### src/rtl/link_pattern_sequencer.sv
module link_pattern_sequencer #(
  parameter int LANES   = 10,
  parameter int FRAME_W = 12,
  parameter int LOOP_W  = 7
) (
  input  logic                     clk,
  input  logic                     rst_n,
  input  logic                     start,
  input  logic [2*FRAME_W-1:0]     pat_word,
  input  logic [LOOP_W-1:0]        loop_cnt,
  input  logic [2:0]               period_sel,
  input  logic [2:0]               order_sel,
  input  logic [LANES-1:0]         lane_mask,
  output logic                     frame_valid,
  output logic [LANES*FRAME_W-1:0] lane_frames,
  output logic                     done,
  output logic                     cfg_error
);
  localparam int PAT_W = 2*FRAME_W;
  localparam logic [1:0] SRC_STORE = 2'd0;
  localparam logic [1:0] SRC_MODN  = 2'd1;
  localparam logic [1:0] SRC_CONST = 2'd2;

  function automatic logic [1:0] src_at(input logic [2:0] ord, input logic [1:0] pos);
    logic [7:0] seq;  // slot 0 in the low bits, slot 3 is padding
    case (ord)
      3'd0:    seq = {SRC_CONST, SRC_CONST, SRC_MODN,  SRC_STORE};
      3'd1:    seq = {SRC_CONST, SRC_MODN,  SRC_CONST, SRC_STORE};
      3'd2:    seq = {SRC_CONST, SRC_CONST, SRC_STORE, SRC_MODN};
      3'd3:    seq = {SRC_CONST, SRC_STORE, SRC_CONST, SRC_MODN};
      3'd4:    seq = {SRC_CONST, SRC_MODN,  SRC_STORE, SRC_CONST};
      default: seq = {SRC_CONST, SRC_STORE, SRC_MODN,  SRC_CONST};
    endcase
    return seq[2*pos +: 2];
  endfunction

  function automatic logic [4:0] period_len(input logic [2:0] code);
    case (code)
      3'd1:    return 5'd2;
      3'd2:    return 5'd4;
      3'd3:    return 5'd6;
      3'd4:    return 5'd8;
      3'd6:    return 5'd24;
      default: return 5'd0;
    endcase
  endfunction

  function automatic logic [PAT_W-1:0] modn_word(input int p);
    logic [PAT_W-1:0] w;
    for (int i = 0; i < PAT_W; i++) w[i] = (i % p) < (p / 2);
    return w;
  endfunction

  function automatic logic [2:0] skip_empty(input logic [2:0] pos, input logic [2:0] ord,
                                            input logic no_loops);
    if (pos < 3'd3 && no_loops && src_at(ord, pos[1:0]) == SRC_STORE) return pos + 3'd1;
    return pos;
  endfunction

  logic                running, half, done_q, err_q;
  logic [1:0]          stage;
  logic [LOOP_W-1:0]   rep, loops_q;
  logic [PAT_W-1:0]    pat_q, modn_cur;
  logic [2:0]          per_q, ord_q;
  logic [FRAME_W-1:0]  frame;

  wire       start_bad  = (order_sel[2:1] == 2'b11) || (period_len(period_sel) == 5'd0);
  wire [2:0] first_pos  = skip_empty(3'd0, order_sel, loop_cnt == '0);
  wire [1:0] cur_src    = src_at(ord_q, stage);
  wire       store_last = (rep == loops_q - 1'b1);
  wire       stage_end  = half && (cur_src != SRC_STORE || store_last);
  wire [2:0] next_pos   = skip_empty({1'b0, stage} + 3'd1, ord_q, loops_q == '0);

  always_comb
    case (per_q)
      3'd1:    modn_cur = modn_word(2);
      3'd2:    modn_cur = modn_word(4);
      3'd3:    modn_cur = modn_word(6);
      3'd4:    modn_cur = modn_word(8);
      default: modn_cur = modn_word(24);
    endcase

  always_comb
    case (cur_src)
      SRC_STORE: frame = half ? pat_q[PAT_W-1:FRAME_W] : pat_q[FRAME_W-1:0];
      SRC_MODN:  frame = half ? modn_cur[PAT_W-1:FRAME_W] : modn_cur[FRAME_W-1:0];
      default:   frame = '0;
    endcase

  always_ff @(posedge clk or negedge rst_n)
    if (!rst_n) begin
      running <= 1'b0;
      half    <= 1'b0;
      done_q  <= 1'b0;
      err_q   <= 1'b0;
      stage   <= '0;
      rep     <= '0;
      loops_q <= '0;
      pat_q   <= '0;
      per_q   <= 3'd1;
      ord_q   <= '0;
    end else if (!running) begin
      if (start) begin
        done_q <= 1'b0;
        err_q  <= start_bad;
        if (!start_bad) begin
          running <= 1'b1;
          stage   <= first_pos[1:0];
          rep     <= '0;
          half    <= 1'b0;
          pat_q   <= pat_word;
          loops_q <= loop_cnt;
          per_q   <= period_sel;
          ord_q   <= order_sel;
        end
      end
    end else if (!half) begin
      half <= 1'b1;
    end else begin
      half <= 1'b0;
      if (!stage_end) rep <= rep + 1'b1;
      else begin
        rep <= '0;
        if (next_pos == 3'd3) begin
          running <= 1'b0;
          done_q  <= 1'b1;
        end else stage <= next_pos[1:0];
      end
    end

  for (genvar k = 0; k < LANES; k++) begin : g_lane
    assign lane_frames[k*FRAME_W +: FRAME_W] = (running && lane_mask[k]) ? frame : '0;
  end

  assign frame_valid = running;
  assign done        = done_q;
  assign cfg_error   = err_q;
endmodule


### config.mk
export PLATFORM = sky130hd
export DESIGN_NAME = link_pattern_sequencer
export DESIGN_NICKNAME = d
export VERILOG_FILES = /design/src/rtl/link_pattern_sequencer.sv
export SDC_FILE = /design/constraint.sdc
export NUM_CORES = 1
export LEC_CHECK = 0
export CAP_MARGIN = 20
export CORE_ASPECT_RATIO = 1.75
export CORE_MARGIN = 10
export CORE_UTILIZATION = 55
export DETAILED_ROUTE_END_ITERATION = 7
export DONT_BUFFER_PORTS = 1
export PLACE_DENSITY = 0.7
export SETUP_SLACK_MARGIN = 0.5
export SLEW_MARGIN = 20
export SYNTH_ARGS = -nofsm -noshare
export SYNTH_HDL_FRONTEND = slang
export SYNTH_SLANG_ARGS = --single-unit
### constraint.sdc
create_clock -name clk -period 2.8 [get_ports clk]
set_clock_uncertainty 0.15 [all_clocks]
set_input_delay 0.28 -clock clk [delete_from_list [all_inputs] [get_ports clk]]
set_output_delay 0.28 -clock clk [all_outputs]
set_load 0.005 [all_outputs]
==> results of run 1 <==
[placed cells by master (no fill, tap or decap), drive strengths merged, types with 4 or more instances in the layout]
cell,synthesis,final
mux2,8,8
xnor2,8,8
and2,4,4
buf,11,32
a21oi,18,19
inv,10,11
o21ai,12,13
xor2,7,7
nor2,135,135
clkbuf,23,6
ha,4,4
or2,4,4
o211a,2,4
nand2,132,132
dlygate4sd3,0,37
nor3,10,10
o211ai,4,4
a22oi,6,6
nand3,11,11
dfrtp,49,49
[what timing repair did]
item,4_1_cts,5_1_grt
gates resized for setup,48,84
endpoints found under the setup margin,126,131
hold buffers,38,0
cloned,3,3
setup buffers,14,8
hold endpoints to repair,86,0
pin swaps,10,25
[final timing paths]
kind                                   endpoint  slack, ps    startpoint
worst min-delay path                   ord_q[2]         20  order_sel[2]
worst max register to register           rep[1]        420      ord_q[2]
worst min register to register         pat_q[6]        330      pat_q[6]
worst max-delay path            lane_frames[15]        130      ord_q[2]
max in group asynchronous              per_q[0]       1900         rst_n
min in group asynchronous            loops_q[2]        320         rst_n
[kinds of logic after synthesis]
logic type / count (synthesis) / share of synthesized area [%]
buf+inv: 44 / 5.31
mux: 8 / 2.57
fa+ha+maj: 5 / 1.71
simple gates: 315 / 37.3
xor+xnor: 15 / 3.74
flops: 50 / 35.7
compound gates: 63 / 13.6
[synthesized netlist by cell type, types with 4 or more instances]
| cell type | number |
|---|---|
| nand2_1 | 132 |
| xor2_1 | 7 |
| o21ai_0 | 9 |
| nor3_1 | 10 |
| dfrtp_1 | 49 |
| inv_1 | 9 |
| mux2_2 | 8 |
| o211ai_1 | 4 |
| nand3_1 | 11 |
| buf_2 | 8 |
| clkbuf_1 | 23 |
| ha_1 | 4 |
| a22oi_2 | 6 |
| nor2_1 | 135 |
| xnor2_1 | 8 |
| a21oi_1 | 17 |
[per-layer routing]
| layer | track usage [%] | wire (um) | vias up |
|---|---|---|---|
| li1 | - | - | 1729 |
| met1 | 27.9 | 4810 | 1858 |
| met2 | 43.1 | 7530 | 216 |
| met3 | 6.27 | 1080 | 35 |
| met4 | 11.0 | 509 | 0 |
| met5 | 0 | 0 | - |
[flip-flops by register name (all words and copies together), names as in the netlist]
register	count
frame_valid	1
loops_q	7
ord_q	3
done	1
pat_q	24
half	1
cfg_error	1
per_q	3
stage	2
rep	7
[layout make-up]
| cell class | instances | area, um2 |
|---|---|---|
| clock buffers | 6 | 82.6 |
| clock inverters | 2 | 38.8 |
| fillers | 449 | 1420 |
| inverters | 10 | 37.5 |
| multi-input cells | 411 | 2540 |
| flip-flops and latches | 50 | 1260 |
| well taps | 80 | 100 |
| repair buffers | 69 | 694 |
[report_power, final]
group | leakage, nW | switching [mW] | internal (mW) | total (mW)
Combinational | 1.33 | 3.04 | 1.95 | 4.98
Clock | 0.0618 | 0.259 | 0.294 | 0.553
Sequential | 0.618 | 0.374 | 1.04 | 1.42
Total | 2.01 | 3.67 | 3.29 | 6.95
[per-stage QoR]
| step | worst slack [ps] | std cells | hold WS, ps |
|---|---|---|---|
| 2_1_floorplan | 517 | 500 | -166 |
| 3_3_place_gp | 399 | 554 | -164 |
| 3_5_place_dp | 320 | 554 | -164 |
| 4_1_cts | 164 | 617 | 17.6 |
| 5_1_grt | 63.5 | 628 | 16.3 |
| 6_report | 134 | 628 | 16.3 |
==> impl_results.md, run 1 <==
- Status: finished clean
- Worst Max-Slew Pin Slew: 791 ps
- Worst Setup Start Kind: flip-flop
- RePlAce Congestion: approximately 0.87
- Peak supply drop: roughly 0.99 mV
- Crit-path cells: or3_1 > o31a_1 > o21ai_4 > a221oi_1 > or2_4 > nor2_1
- Final hold violations: 0
- Synth warn: 0
- Clk sinks: 50
- Root Buffer: clkbuf_8
- Final setup vio count: 0
- DP HPWL: around 9200 um
- Mapped Cells: 500
- Ys flop type: dfrtp_1
- Highest cell delay on the worst timing path: 480 ps
- Core Box Area: 6180 um2
- Register area share after synthesis: between 30% and 40%
- WP data arrival: around 2200 ps
- First-pass GRT wire length: slightly above 20000 um
- Yosys cell types: 60
- Top cells by area, synth: dfrtp_1, nor2_1, nand2_1
- Max cap viols: 0
- Cells on worst reg2reg path: 9
- Num ports: between 150 and 200
- CTS Buf Count: 5
- WP buf/inv: 0
- CP top delay family: simple AND/OR/NAND/NOR gates
- # diodes: 0
- Hold Path Class: in -> reg
- Largest net degree at the start of global routing: 51
- # nets final: ~600
- Fin Setup TNS: 0 ps
- Final Cycle Share: a little over nine tenths
- Die Width: between 80 and 90 um
- Crit path kind: reg -> out
- Hold Path Stages: 2
- Synth area leader: dfrtp_1
- Post-synth ARST share: 100%
- Initial DRC Count: ~370
- Tmin final: around 2700 ps
- Via count: around 3800
- Starting Density: roughly 57%
- Synthesized cell area: about 3500 um2
- Max Clock Freq: between 300 and 400 MHz
- Clk_lat worst skew: 310 ps
- Layout cells sized above 1: 30.5%
- Antenna violations before repair: 0
- PortBufs: 0
- DR vias/cell: between 6 and 7
- Worst-path clk slew: around 100 ps
- DRC Markers: 0
- Syn nets: 554
- Die H: roughly 130 um
- Crit. End Element: primary output
- TritonRoute pass-1 iters: 6
- H-tree Lvls: 2
- Post-synth top area share: 35.0%
- Max-slew headroom: between 40 and 50%
- Pwr/cell area: approximately 1500 nW/um2
- Post-route cell area: between 4000 and 5000 um2
- Crit Path Max Fanout: 10
- Post-route ant nets: 0
- GR Overflow Total: 0
- Final core occ: just under 80%
- Total chip power: roughly 7 mW
- CTS max path bufs: 2
- Max Slew Vio Count: 0
- Worst path depth: 6
- Unrepaired setup endpoints after global routing: yes
- Post-DP Area: about 3500 um2
- Detailed Route WL: around 14000 um
- Layout overhead on the synthesized area: 35.6%
- Worst EP required: roughly 2400 ps
- DIE AREA: between 10000 and 15000 um2
- FF+latch count, synth: 50
- P_leak: about 2.0 nW
- WL/cell: roughly 22 um
- CTS tree: yes
- GR Util All Layers: between 20 and 30%
- EDFF count, synth: 0
- Syn Area/Cell: 7.02 um2
- Vias in the first global route: ~3800
- Slowest cell on crit path: dfrtp_2
- Site Rows: 38
Power figures use the tool's default switching activity.
==> inputs of run 2 (changes only) <==
--- a/config.mk
+++ b/config.mk
@@ -12,5 +12,5 @@
 export DETAILED_ROUTE_END_ITERATION = 7
 export DONT_BUFFER_PORTS = 1
-export PLACE_DENSITY = 0.7
+export PLACE_DENSITY = 0.79
 export SETUP_SLACK_MARGIN = 0.5
 export SLEW_MARGIN = 20
==> constraint.sdc (replaced) <==
create_clock -name clk -period 2.8 [get_ports clk]
set_clock_uncertainty 0.15 [all_clocks]
set_input_delay 0.42 -clock clk [delete_from_list [all_inputs] [get_ports clk]]
set_output_delay 0.42 -clock clk [all_outputs]
set_load 0.005 [all_outputs]
==> run 2 against run 1 <==
Against the previous run: sequential share of layout area increased by 0.42 points; via count decreased by 3.9%; sequential cell count unchanged; worst setup slack got worse by 110 ps; worst hold slack better by 18 ps; sequential power about the same; clock power shrank 21%; die area unchanged; critical endpoint is now lane_frames[55]; highest routed layer unchanged.
==> impl_results.md, run 2 (synthesis results as in run 1) <==
- Clk sinks: 50 (unchanged)
- Core Box Area: 6180 um2 (unchanged)
- Worst Setup Start Kind: flip-flop
- Largest registers: pat_q x24, loops_q x7, rep x7
- Root Buffer: clkbuf_8
- Post-placement cell count: 557 (+0.54%)
- TritonRoute pass-1 iters: 6 (unchanged)
- # diodes: 0 (unchanged)
- PortBufs: 0 (unchanged)
- DRC Markers: 0 (unchanged)
- RePlAce Congestion: 0.955 (+9.2%)
- Post-route ant nets: 0 (unchanged)
- Most common cell after layout, fill and taps aside: nand2_1
- Max cap viols: 0 (unchanged)
- Dpl ws: 165 ps (-154 ps)
- Final worst slack: 20.4 ps (-113 ps)
- Layout cells sized above 1: 40.7% (+10 points)
- Max Clock Freq: 360 MHz (-4.1%)
- Most flops, register: pat_q
- Hold Path Class: in -> reg
- DP HPWL: 9480 um (+3.5%)
- WL/cell: 22.3 um (+0.62%)
- Max FFs per register: 24 (unchanged)
- Die H: 126 um (unchanged)
- Crit. End Element: primary output
- First-pass GRT wire length: 19300 um (-5.5%)
- Starting Density: 56.8% (unchanged)
- Antenna violations before repair: 0 (unchanged)
- Max Slew Vio Count: 0 (unchanged)
- Worst Max-Slew Pin Slew: 1050 ps (+260 ps)
- Vias in the first global route: 3632 (-5.3%)
- Die Width: 80.4 um (unchanged)
- GR Overflow Total: 0 (unchanged)
- Num ports: 173 (unchanged)
- Fill cell count: 411 (-8.5%)
- Area of the multi-input gates: 2740 um2 (+7.5%)
- CTS Buf Count: 5 (unchanged)
- Unrepaired setup endpoints after global routing: yes
- Fin Setup TNS: 0 ps (unchanged)
- DR vias/cell: 6.17 (+0.94%)
- Post-route insts no fill: 598 (-4.8%)
- Post-DP Area: 3730 um2 (+6.0%)
- Post-route cell area: 4680 um2 (-1.6%)
- Via count: 3689 (-3.9%)
- FF/Latch Area: 1260 um2 (unchanged)
- Crit Path Max Fanout: 10 (unchanged)
- Final hold violations: 0 (unchanged)
- Largest net degree at the start of global routing: 51 (unchanged)
- CTS max path bufs: 2 (unchanged)
- Layout overhead on the synthesized area: 33.5%
- H-tree Lvls: 2 (unchanged)
- Site Rows: 38 (unchanged)
- Pwr/cell area: 1580 nW/um2 (+7.9%)
- Final Cycle Share: 99.3% (+4.0 points)
- # nets final: 571 (-5.0%)
- DIE AREA: 10100 um2 (unchanged)
- Commonest non-fill, non-tap cells in the layout: nand2_1, nor2_2, nor2_4
- GR Util All Layers: 23.9% (-1.1 points)
- Worst-path clk slew: 90 ps (about the same)
- Worst EP required: 2230 ps (-140 ps)
- Clk_lat worst skew: 310 ps (about the same)
- Tmin final: 2780 ps (+113 ps)
- Peak supply drop: 0.705 mV (-29%)
- Detailed Route WL: 13400 um (-4.2%)
- Max-slew headroom: 29.7% (-17 points)
- Crit path kind: reg -> out
- WP data arrival: 2210 ps (-30 ps)
- Initial DRC Count: 296 (-19%)
- Status: finished clean
- Final setup vio count: 0 (unchanged)
- P_leak: 1.90 nW (-5.3%)
- CTS tree: yes
==> run 2: cell count changes in the layout (fill, tap and decap cells not counted), moves of 4 or more <==
cell | before | now
buf_6 | 1 | 9
nor2_1 | 62 | 19
o211a_4 | 4 | 0
nor2_2 | 54 | 62
dlygate4sd3_1 | 37 | 1
nor2_4 | 19 | 54
==> run 2: power by group <==
group	internal, mW	switching (mW)
Clock	0.200	0.237
Sequential	1.04	0.367
Combinational	2.20	3.34
==> run 2: path summary, 6_finish.rpt <==
path / depth (start not counted) / endpoint / startpoint / slack, ps
min in group asynchronous: 2 / pat_q[23] / rst_n / 450
setup reg to reg: 10 / stage[0] / ord_q[2] / 280
hold reg to reg: 2 / pat_q[21] / pat_q[21] / 330
hold / removal: 2 / per_q[0] / period_sel[0] / 30
max in group asynchronous: 2 / per_q[0] / rst_n / 1760
setup / recovery: 8 / lane_frames[55] / ord_q[1] / 20
==> run 2: area by class of cell <==
type | count | share of cell area (%)
multi-input combinational | 409 | 58.4
sequential | 50 | 26.9
timing repair buffer | 41 | 9.80
tap | 80 | 2.14
clock buffer | 7 | 1.84
inverter | 10 | 0.801
clock inverter | 1 | 0.107
==> run 2: critical path: stages, from the launching register on <==
cell     delay, ps
dfrtp_2        460
or3_1          360
o31a_1         160
o21ai_4        210
buf_4          170
buf_16         120
a22oi_2         50
buf_4          200
nor2_2         160
==> run 2: per-stage QoR <==
stage | hold WS, ps | power, mW | util [%]
global route | 31.4 | 7.83 | 75.8
finish | 34.7 | 7.39 | 75.8
CTS | 28.3 | 6.58 | 70.5
detailed placement | -24.1 | 4.96 | 60.4
global placement | -23.3 | 4.85 | 60.4
floorplan | -25.6 | 4.22 | -
==> run 2: what timing repair did <==
item,4_1_cts,5_1_grt
hold endpoints to repair,50,0
endpoints found under the setup margin,125,131
hold buffers,2,0
pin swaps,7,7
buffers inserted,23,1
gates cloned,4,3
resized for setup,90,83
==> run 2: per-layer routing <==
metal  wire, um  global-route usage (%)
met2       7230                    43.5
met4        395                    12.7
met1       4380                    22.0
met3       1350                    8.33
met5          0                       0
